### config.mk
export PLATFORM = sky130hd
export DESIGN_NAME = tmr_chan
export DESIGN_NICKNAME = d
export VERILOG_FILES = /design/src/rtl/tmr_pkg.sv /design/src/rtl/tmr_sync_edge.sv /design/src/rtl/tmr_counter.sv /design/src/rtl/tmr_wavegen.sv /design/src/rtl/tmr_chan.sv
export SDC_FILE = /design/constraint.sdc
export NUM_CORES = 1
export LEC_CHECK = 0
export ABC_AREA = 1
export ABC_CLOCK_PERIOD_IN_PS = 2700
export BUFFER_PORTS_ARGS = -buffer_cell sky130_fd_sc_hd__buf_2
export CORE_ASPECT_RATIO = 0.6
export CORE_MARGIN = 2
export CORE_UTILIZATION = 63
export DETAILED_ROUTE_END_ITERATION = 10
export PLACE_DENSITY_LB_ADDON = 0.12
export SYNTH_ARGS = -nofsm -noshare
export SYNTH_HDL_FRONTEND = slang
export SYNTH_SLANG_ARGS = --single-unit
### constraint.sdc
create_clock -name clk -period 2.7 [get_ports clk]
set_input_delay 0.135 -clock clk [delete_from_list [all_inputs] [get_ports clk]]
set_output_delay 0.135 -clock clk [all_outputs]
set_load 0.1 [all_outputs]
### src/rtl/tmr_pkg.sv
package tmr_pkg;

    // Register byte offsets
    localparam logic [7:0] OFF_CTRL = 8'h00;
    localparam logic [7:0] OFF_MODE = 8'h04;
    localparam logic [7:0] OFF_CNT  = 8'h10;
    localparam logic [7:0] OFF_RA   = 8'h14;
    localparam logic [7:0] OFF_RB   = 8'h18;
    localparam logic [7:0] OFF_RC   = 8'h1C;
    localparam logic [7:0] OFF_STAT = 8'h20;
    localparam logic [7:0] OFF_IEN  = 8'h24;

    // Control command bits
    localparam int CTL_START = 0;
    localparam int CTL_STOP  = 1;
    localparam int CTL_TRIG  = 2;

    // Status flag positions
    localparam int ST_W    = 6;
    localparam int ST_OVF  = 0;
    localparam int ST_LDA  = 1;
    localparam int ST_LDB  = 2;
    localparam int ST_CMPA = 3;
    localparam int ST_CMPB = 4;
    localparam int ST_CMPC = 5;

    typedef enum logic [1:0] {
        EDGE_OFF  = 2'd0,
        EDGE_RISE = 2'd1,
        EDGE_FALL = 2'd2,
        EDGE_ANY  = 2'd3
    } edge_sel_e;

    typedef struct packed {
        logic      wave;
        logic      spare;
        logic      sync_en;
        logic      rc_rst;
        edge_sel_e sel_b;
        edge_sel_e sel_a;
    } mode_t;

    localparam logic [7:0] MODE_MASK = 8'hBF;

    function automatic logic edge_hit(edge_sel_e sel, logic rise, logic fall);
        logic hit;
        unique case (sel)
            EDGE_RISE: hit = rise;
            EDGE_FALL: hit = fall;
            EDGE_ANY:  hit = rise | fall;
            default:   hit = 1'b0;
        endcase
        return hit;
    endfunction

endpackage

### src/rtl/tmr_sync_edge.sv
module tmr_sync_edge #(
    parameter int STAGES = 2
) (
    input  logic clk,
    input  logic rst,
    input  logic din,
    output logic rise,
    output logic fall
);
    localparam int TOP = STAGES;

    // sh[STAGES-1:0] synchronise, sh[TOP] holds the previous settled value
    logic [TOP:0] sh;

    always_ff @(posedge clk) begin
        if (rst) sh <= '0;
        else     sh <= {sh[TOP-1:0], din};
    end

    always_comb begin
        rise = sh[TOP-1] & ~sh[TOP];
        fall = ~sh[TOP-1] & sh[TOP];
    end
endmodule

### src/rtl/tmr_counter.sv
module tmr_counter #(
    parameter int W = 16
) (
    input  logic         clk,
    input  logic         rst,
    input  logic         run,
    input  logic         sw_clr,
    input  logic         sync_clr,
    input  logic         rc_rst_en,
    input  logic [W-1:0] rc_val,
    output logic [W-1:0] cnt,
    output logic         hit_c,
    output logic         wrap
);
    localparam logic [W-1:0] CNT_TOP = '1;

    logic [W-1:0] cnt_q;
    logic         rc_fold;

    always_comb begin
        hit_c   = run && (cnt_q == rc_val);
        rc_fold = hit_c && rc_rst_en;
        wrap    = run && !sw_clr && !sync_clr && !rc_fold && (cnt_q == CNT_TOP);
    end

    always_ff @(posedge clk) begin
        if (rst)                      cnt_q <= '0;
        else if (sw_clr || sync_clr)  cnt_q <= '0;
        else if (rc_fold)             cnt_q <= '0;
        else if (run)                 cnt_q <= cnt_q + 1'b1;
    end

    assign cnt = cnt_q;
endmodule

### src/rtl/tmr_wavegen.sv
module tmr_wavegen #(
    parameter int N_OUT = 2
) (
    input  logic             clk,
    input  logic             rst,
    input  logic             wave_en,
    input  logic [N_OUT-1:0] set_hit,
    input  logic             clr_hit,
    output logic [N_OUT-1:0] pins
);
    logic [N_OUT-1:0] pin_q;

    for (genvar g = 0; g < N_OUT; g++) begin : g_pin
        always_ff @(posedge clk) begin
            if (rst || !wave_en) pin_q[g] <= 1'b0;
            else if (clr_hit)    pin_q[g] <= 1'b0;
            else if (set_hit[g]) pin_q[g] <= 1'b1;
        end
    end

    assign pins = pin_q;
endmodule

### src/rtl/tmr_chan.sv
module tmr_chan
    import tmr_pkg::*;
#(
    parameter int CNT_W       = 16,
    parameter int DATA_W      = 32,
    parameter int ADDR_W      = 8,
    parameter int SYNC_STAGES = 2
) (
    input  logic              clk,
    input  logic              rst,
    input  logic              bus_wr,
    input  logic              bus_rd,
    input  logic [ADDR_W-1:0] bus_addr,
    input  logic [DATA_W-1:0] bus_wdata,
    output logic [DATA_W-1:0] bus_rdata,
    input  logic              sync_in,
    input  logic              tioa_in,
    output logic              tioa_out,
    output logic              tiob_out,
    output logic              irq
);
    localparam int N_WAVE = 2;

    // Register-select decode
    logic sel_ctrl, sel_mode, sel_ra, sel_rb, sel_rc, sel_stat, sel_ien;
    always_comb begin
        sel_ctrl = bus_addr == ADDR_W'(OFF_CTRL);
        sel_mode = bus_addr == ADDR_W'(OFF_MODE);
        sel_ra   = bus_addr == ADDR_W'(OFF_RA);
        sel_rb   = bus_addr == ADDR_W'(OFF_RB);
        sel_rc   = bus_addr == ADDR_W'(OFF_RC);
        sel_stat = bus_addr == ADDR_W'(OFF_STAT);
        sel_ien  = bus_addr == ADDR_W'(OFF_IEN);
    end

    logic unused_wdata;
    assign unused_wdata = ^bus_wdata[DATA_W-1:CNT_W];

    // State
    mode_t            mode_q;
    logic             run_q;
    logic [CNT_W-1:0] ra_q, rb_q, rc_q;
    logic [ST_W-1:0]  status_q, ier_q;

    logic             sw_clr, sync_clr, rc_rst_on, wave_on;
    logic [CNT_W-1:0] cnt;
    logic             hit_c, wrap;
    logic             pin_rise, pin_fall;
    logic             cap_a_ld, cap_b_ld;
    logic             match_a, match_b;
    logic [ST_W-1:0]  events;
    logic [N_WAVE-1:0] wave_pins;

    always_comb begin
        wave_on   = mode_q.wave;
        rc_rst_on = mode_q.rc_rst;
        sw_clr    = bus_wr && sel_ctrl && bus_wdata[CTL_TRIG];
        sync_clr  = sync_in && mode_q.sync_en;
    end

    // Run control: stop wins over start
    always_ff @(posedge clk) begin
        if (rst) run_q <= 1'b0;
        else if (bus_wr && sel_ctrl) begin
            if (bus_wdata[CTL_STOP])       run_q <= 1'b0;
            else if (bus_wdata[CTL_START]) run_q <= 1'b1;
        end
    end

    always_ff @(posedge clk) begin
        if (rst)                     mode_q <= '0;
        else if (bus_wr && sel_mode) mode_q <= mode_t'(bus_wdata[7:0] & MODE_MASK);
    end

    tmr_counter #(.W(CNT_W)) u_cnt (
        .clk      (clk),
        .rst      (rst),
        .run      (run_q),
        .sw_clr   (sw_clr),
        .sync_clr (sync_clr),
        .rc_rst_en(rc_rst_on),
        .rc_val   (rc_q),
        .cnt      (cnt),
        .hit_c    (hit_c),
        .wrap     (wrap)
    );

    tmr_sync_edge #(.STAGES(SYNC_STAGES)) u_edge (
        .clk (clk),
        .rst (rst),
        .din (tioa_in),
        .rise(pin_rise),
        .fall(pin_fall)
    );

    always_comb begin
        cap_a_ld = !wave_on && edge_hit(mode_q.sel_a, pin_rise, pin_fall);
        cap_b_ld = !wave_on && edge_hit(mode_q.sel_b, pin_rise, pin_fall);
        match_a  = run_q && (cnt == ra_q);
        match_b  = run_q && (cnt == rb_q);
    end

    // A and B: loaded by capture in capture mode, by software in waveform mode
    always_ff @(posedge clk) begin
        if (rst) begin
            ra_q <= '0;
            rb_q <= '0;
        end else begin
            if (cap_a_ld)                          ra_q <= cnt;
            else if (wave_on && bus_wr && sel_ra)  ra_q <= bus_wdata[CNT_W-1:0];
            if (cap_b_ld)                          rb_q <= cnt;
            else if (wave_on && bus_wr && sel_rb)  rb_q <= bus_wdata[CNT_W-1:0];
        end
    end

    always_ff @(posedge clk) begin
        if (rst)                   rc_q <= '0;
        else if (bus_wr && sel_rc) rc_q <= bus_wdata[CNT_W-1:0];
    end

    tmr_wavegen #(.N_OUT(N_WAVE)) u_wave (
        .clk    (clk),
        .rst    (rst),
        .wave_en(wave_on),
        .set_hit({match_b, match_a}),
        .clr_hit(hit_c),
        .pins   (wave_pins)
    );

    assign tioa_out = wave_pins[0];
    assign tiob_out = wave_pins[1];

    // Status flags: read clears, a new event in the same clock survives
    always_comb begin
        events          = '0;
        events[ST_OVF]  = wrap;
        events[ST_LDA]  = cap_a_ld;
        events[ST_LDB]  = cap_b_ld;
        events[ST_CMPA] = wave_on && match_a;
        events[ST_CMPB] = wave_on && match_b;
        events[ST_CMPC] = hit_c;
    end

    always_ff @(posedge clk) begin
        if (rst)                        status_q <= '0;
        else if (bus_rd && sel_stat)    status_q <= events;
        else                            status_q <= status_q | events;
    end

    always_ff @(posedge clk) begin
        if (rst)                    ier_q <= '0;
        else if (bus_wr && sel_ien) ier_q <= bus_wdata[ST_W-1:0];
    end

    assign irq = |(status_q & ier_q);

    always_comb begin
        bus_rdata = '0;
        if (sel_mode)      bus_rdata = DATA_W'(mode_q);
        else if (sel_ra)   bus_rdata = DATA_W'(ra_q);
        else if (sel_rb)   bus_rdata = DATA_W'(rb_q);
        else if (sel_rc)   bus_rdata = DATA_W'(rc_q);
        else if (sel_stat) bus_rdata = DATA_W'(status_q);
        else if (sel_ien)  bus_rdata = DATA_W'(ier_q);
        else if (bus_addr == ADDR_W'(OFF_CNT)) bus_rdata = DATA_W'(cnt);
    end
endmodule

# Word-level counts from Yosys, hierarchy flattened
# Index checks and enable logic that the tools add are counted.
[totals]
ff_bits = 89
out_inout_bits = 35
[op_classes]
add_sub_neg = 1
mux = 16
reduce_logical = 36
n_eq_ne = 17
n_bitwise = 7
[op_table]
columns = ["op", "n"]
rows = [
  ["$mux 16", 11],
  ["$eq 16x16->1", 3],
  ["$eq 8x5->1 const B", 4],
  ["$logic_and 1x1->1", 22],
  ["$add 16x1->16 const B", 1],
  ["$eq 16x16->1 const B", 1],
  ["$eq 8x6->1 const B", 2],
  ["$eq 2x2->1 const B", 4],
  ["$eq 8x3->1 const B", 1],
  ["$logic_not 8->1", 1],
  ["$and 6x6->6", 1],
  ["$mux 6", 1],
  ["$or 6x6->6", 1],
  ["$pmux 1 s3", 2],
  ["$reduce_bool 2->1", 3],
  ["$reduce_or 6->1", 1],
  ["$eq 2x1->1 const B", 2],
  ["$logic_not 1->1", 4],
  ["$reduce_or 3->1", 1],
  ["$and 1x1->1", 2],
  ["$logic_or 1x1->1", 2],
  ["$mux 1", 2],
  ["$not 1->1", 2],
  ["$reduce_and 2->1", 1],
  ["2 further kinds", 2],
]

# Logic depth before layout (Yosys ltp)
[depth]
word_depth = 10
mapped_depth = 11

# Modules after synthesis
# Synthesis repeated with hierarchy kept, for this count alone.
[unflattened]
cells_unflattened = 956
area_unflattened_um2 = 5760.5
[modules_own_cells]
columns = ["module", "area_per_inst_um2", "cells_each", "instances"]
rows = [
  ["tmr_chan", 4337.9, 718, 1],
  ["tmr_counter", 1256.2, 217, 1],
  ["tmr_sync_edge", 93.8, 12, 1],
  ["tmr_wavegen", 72.6, 9, 1],
]

# Least setup slack after synthesis
# OpenSTA, ideal clock, no wires.
[synth_timing]
kind = "in2out"
startpoint = "input bus_addr[3]"
endpoint = "output bus_rdata[11]"
slack_ns = 0.200
arrival_time_ns = 2.365
path_buffers = 1
path_stages = 8
path_cell_list = "inv_1 > nand3_2 > nor2_4 > inv_1 > buf_2 > o21ai_0 > nor2_1 > a21oi_1"
[synth_between]
elab_chain_cells = 8
word_cells_on_any_way = 14
[synth_lines]
columns = ["element", "line", "source"]
rows = [
  ["start: declaration", "tmr_chan.sv:13", "input logic [ADDR_W-1:0] bus_addr,"],
  ["$eq 8x5->1", "tmr_chan.sv:165", "else if (bus_addr == ADDR_W'(OFF_CNT)) bus_rdata = DATA_W'(cnt);"],
  ["$mux 16", "tmr_chan.sv:165", ""],
  ["$mux 16", "tmr_chan.sv:164", "else if (sel_ien) bus_rdata = DATA_W'(ier_q);"],
  ["$mux 16", "tmr_chan.sv:163", "else if (sel_stat) bus_rdata = DATA_W'(status_q);"],
  ["$mux 16", "tmr_chan.sv:162", "else if (sel_rc) bus_rdata = DATA_W'(rc_q);"],
  ["$mux 16", "tmr_chan.sv:161", "else if (sel_rb) bus_rdata = DATA_W'(rb_q);"],
  ["$mux 16", "tmr_chan.sv:160", "else if (sel_ra) bus_rdata = DATA_W'(ra_q);"],
  ["$mux 16 (*)", "tmr_chan.sv:159", "if (sel_mode) bus_rdata = DATA_W'(mode_q);"],
  ["end: declaration", "tmr_chan.sv:15", "output logic [DATA_W-1:0] bus_rdata,"],
]
# Every way passes the cells marked *; elsewhere a longest branch is shown, timed or not.

# Worst setup path in the final report
[layout_timing]
startpoint = "input bus_addr[1]"
endpoint = "output bus_rdata[15]"
# The elaborated chain is that of the path after synthesis.

==> results.cfg <==
[status]
status = complete, but fails checks
violations = hold timing

[timing]
slew_headroom_pct = 52.8
period_minus_slack_ps = 2270
timing.hold.ws_ps = -3.05
tightestPinTransition_ps = 707
skew_ps = 7.93
fin_crit_sh_pct = 84.0
hold_viol_final = 1
finalSetupViolCount = 0
fin_setup_tns_ps = 0
finalMaxSlewViolations = 0
rsz0062_at_grt = false
max_freq_ghz = 0.441

[logic_synthesis]
ys_types = 42
synth.cell_area_sq_um = 5680
synth_async_sr_flop_share_pct = 0
synth_area_per_cell_sq_um = 6.48
ys_seq_elements = 89
yosys_most_used_dff = dfxtp_1
ys.warnings.count = 0
synth.area.top_cells = dfxtp_1 (31%), nand2_1 (12%), o21ai_0 (8.7%)
synth.top_cell.area_share_pct = 31.4
synth_cells = 877
synth-edff-count = 0
yosys-top-cells-count = nand2_1 (175), nor2_1 (119), o21ai_0 (99)
synth_most_common_cell = nand2_1
synth_area_leader_cell = dfxtp_1
seq_area_frac_synth_pct = 31.4

[route]
first_pass_iters = 6
viasPerCell = 6.25
wire_per_inst_microns = 19.6
route.detailed.drc = 0
num_vias = 6375
dr.first_iter.drc_count = 1025
drt-total-wl_mm = 20.0
ant_nets = 0

[cells_and_area]
drive_gt1_share_pct = 13.9
fill_cells = 736
num-nets-final = 952
syn_to_final_growth_pct = 8.06
antenna_cells = 0

[flow_run]
max_cap_violations = 0

[clocking]
cts.sinks = 89
root_buffer = clkbuf_16
clock_latency_ps = 360
h-tree-depth = 3
postCtsResizedCells = 0
cts_tree = done
postCtsHoldBufs = 0
numCtsBuffers = 9
clockBufferDepth = 2
cts.clk_slew.worst_paths_ps = 60
post_cts_buffers = 0

[grt]
antenna_found_initial = 0
grt_pass1_vias = 5804
grt_overflow = 0
grt_pass1_wl_mm = 31.1
grt_max_degree = 45
grt.total_usage_pct = 41.1

[pwr]
p_leak_nw = 2.59
irDropWorstVdd_mv = 0.323
finalPower_mw = 2.96
power_density_nw_per_um2 = 482

[setup_path]
cp_data_required_time_ps = 2570
worstSetupPathType = primary input to output pin
startpoint_type = primary input
path_max_fanout = 10
worstPathArrival_ps = 2130
cp-end-kind = output pin

[die]
io_pins = 81
die_x_microns = 127
core_sq_um = 8620
die_h_microns = 77.6
rows = 26
dieArea_sq_um = 9820
start_util_pct = 65.9

[placement]
io_buffers = 48
dpl.hpwl_mm = 14.9
gp_congestion = 1.07

[worst_hold_path]
hold_path_class = primary input to register
## where the power goes
group	internal [mW]	switching, mW
clock	0.821	0.588
sequential	1.32	0.00377
combinational	0.0394	0.191
## routing by layer
layer | GRT usage (%) | routed length (microns) | vias up
li1 | - | - | 2886
met1 | 58.5 | 8150 | 2909
met2 | 55.3 | 7740 | 516
met3 | 18.4 | 3640 | 64
met4 | 11.8 | 432 | 0
met5 | 0 | 0 | -
## cell families (layout without fill, tap and decap cells)
| group | Yosys count | after routing | share of synthesized area [%] |
|---|---|---|---|
| AO/OA/AOI/OAI | 185 | 185 | 17.3 |
| other | 1 | 16 | 0.0660 |
| XOR/XNOR | 26 | 26 | 4.01 |
| buffers and inverters | 150 | 166 | 13.0 |
| flip-flops | 89 | 89 | 31.4 |
| AND/OR/NAND/NOR | 423 | 423 | 33.7 |
| adder cells (fa/ha/maj) | 3 | 3 | 0.661 |
## worst max-delay path: stages
cell and delay, ps:
buf_2 110, nor2_4 140, nand2_1 80, nor2_1 180, nand2_1 440, o22ai_1 420, nor2_1 70, a21oi_1 120
buf_2 440
## cell type report
class | instances | area, sq um | share of cell area [%]
Clock inverter | 7 | 101 | 1.65
Timing Repair Buffer | 60 | 330 | 5.38
Multi-Input combinational cell | 653 | 3220 | 52.4
Clock buffer | 9 | 225 | 3.67
Tap cell | 112 | 140 | 2.28
Sequential cell | 89 | 1780 | 29.0
Inverter | 90 | 340 | 5.54
## sequential cells by signal (all words and copies together), names as in the netlist
| signal | count |
|---|---|
| u_wave.pins | 2 |
| ier_q | 6 |
| ra_q | 16 |
| rc_rst_on | 1 |
| run_q | 1 |
| wave_on | 1 |
| rb_q | 16 |
| u_cnt.cnt | 16 |
| rc_q | 16 |
| u_edge.sh | 3 |
| status_q | 6 |
| mode_q | 5 |
## cell usage in the layout, fill, tap and decap left out, types with 12 or more instances in the layout
master	count
buf_4	12
nand4_1	24
o21ai_0	99
buf_2	48
a21oi_1	56
nor3_1	13
nand2_1	175
o21ai_1	12
nor2_2	12
nor2_1	119
nand3_1	56
inv_1	73
dfxtp_1	89
inv_2	16
xor2_1	18
conb_1	16
## per-stage QoR
step           cell area, sq um  cells  worst slack (ps)  hold WS (ps)  utilization, %
2_1_floorplan              5740    892               200           242               -
3_3_place_gp               5810   1004               662           343            67.4
3_5_place_dp               5810   1004               554           365            67.4
4_1_cts                    6140   1020               559          4.45            71.2
5_1_grt                    6140   1020               359          7.30            71.2
6_report                   6140   1020               432         -3.05            71.2
## worst paths after layout
check	from	end	slack [ps]	cells after the start
worst min register to register	u_edge.sh[0]$_SDFF_PP0_	u_edge.sh[1]$_SDFF_PP0_	400	2
worst max-delay path	bus_addr[1]	bus_rdata[15]	430	9
worst max register to register	u_cnt.cnt[13]$_SDFFE_PP0P_	u_cnt.cnt[13]$_SDFFE_PP0P_	620	9
worst min-delay path	tioa_in	u_edge.sh[0]$_SDFF_PP0_	-3	3
Power figures use the tool's default switching activity.
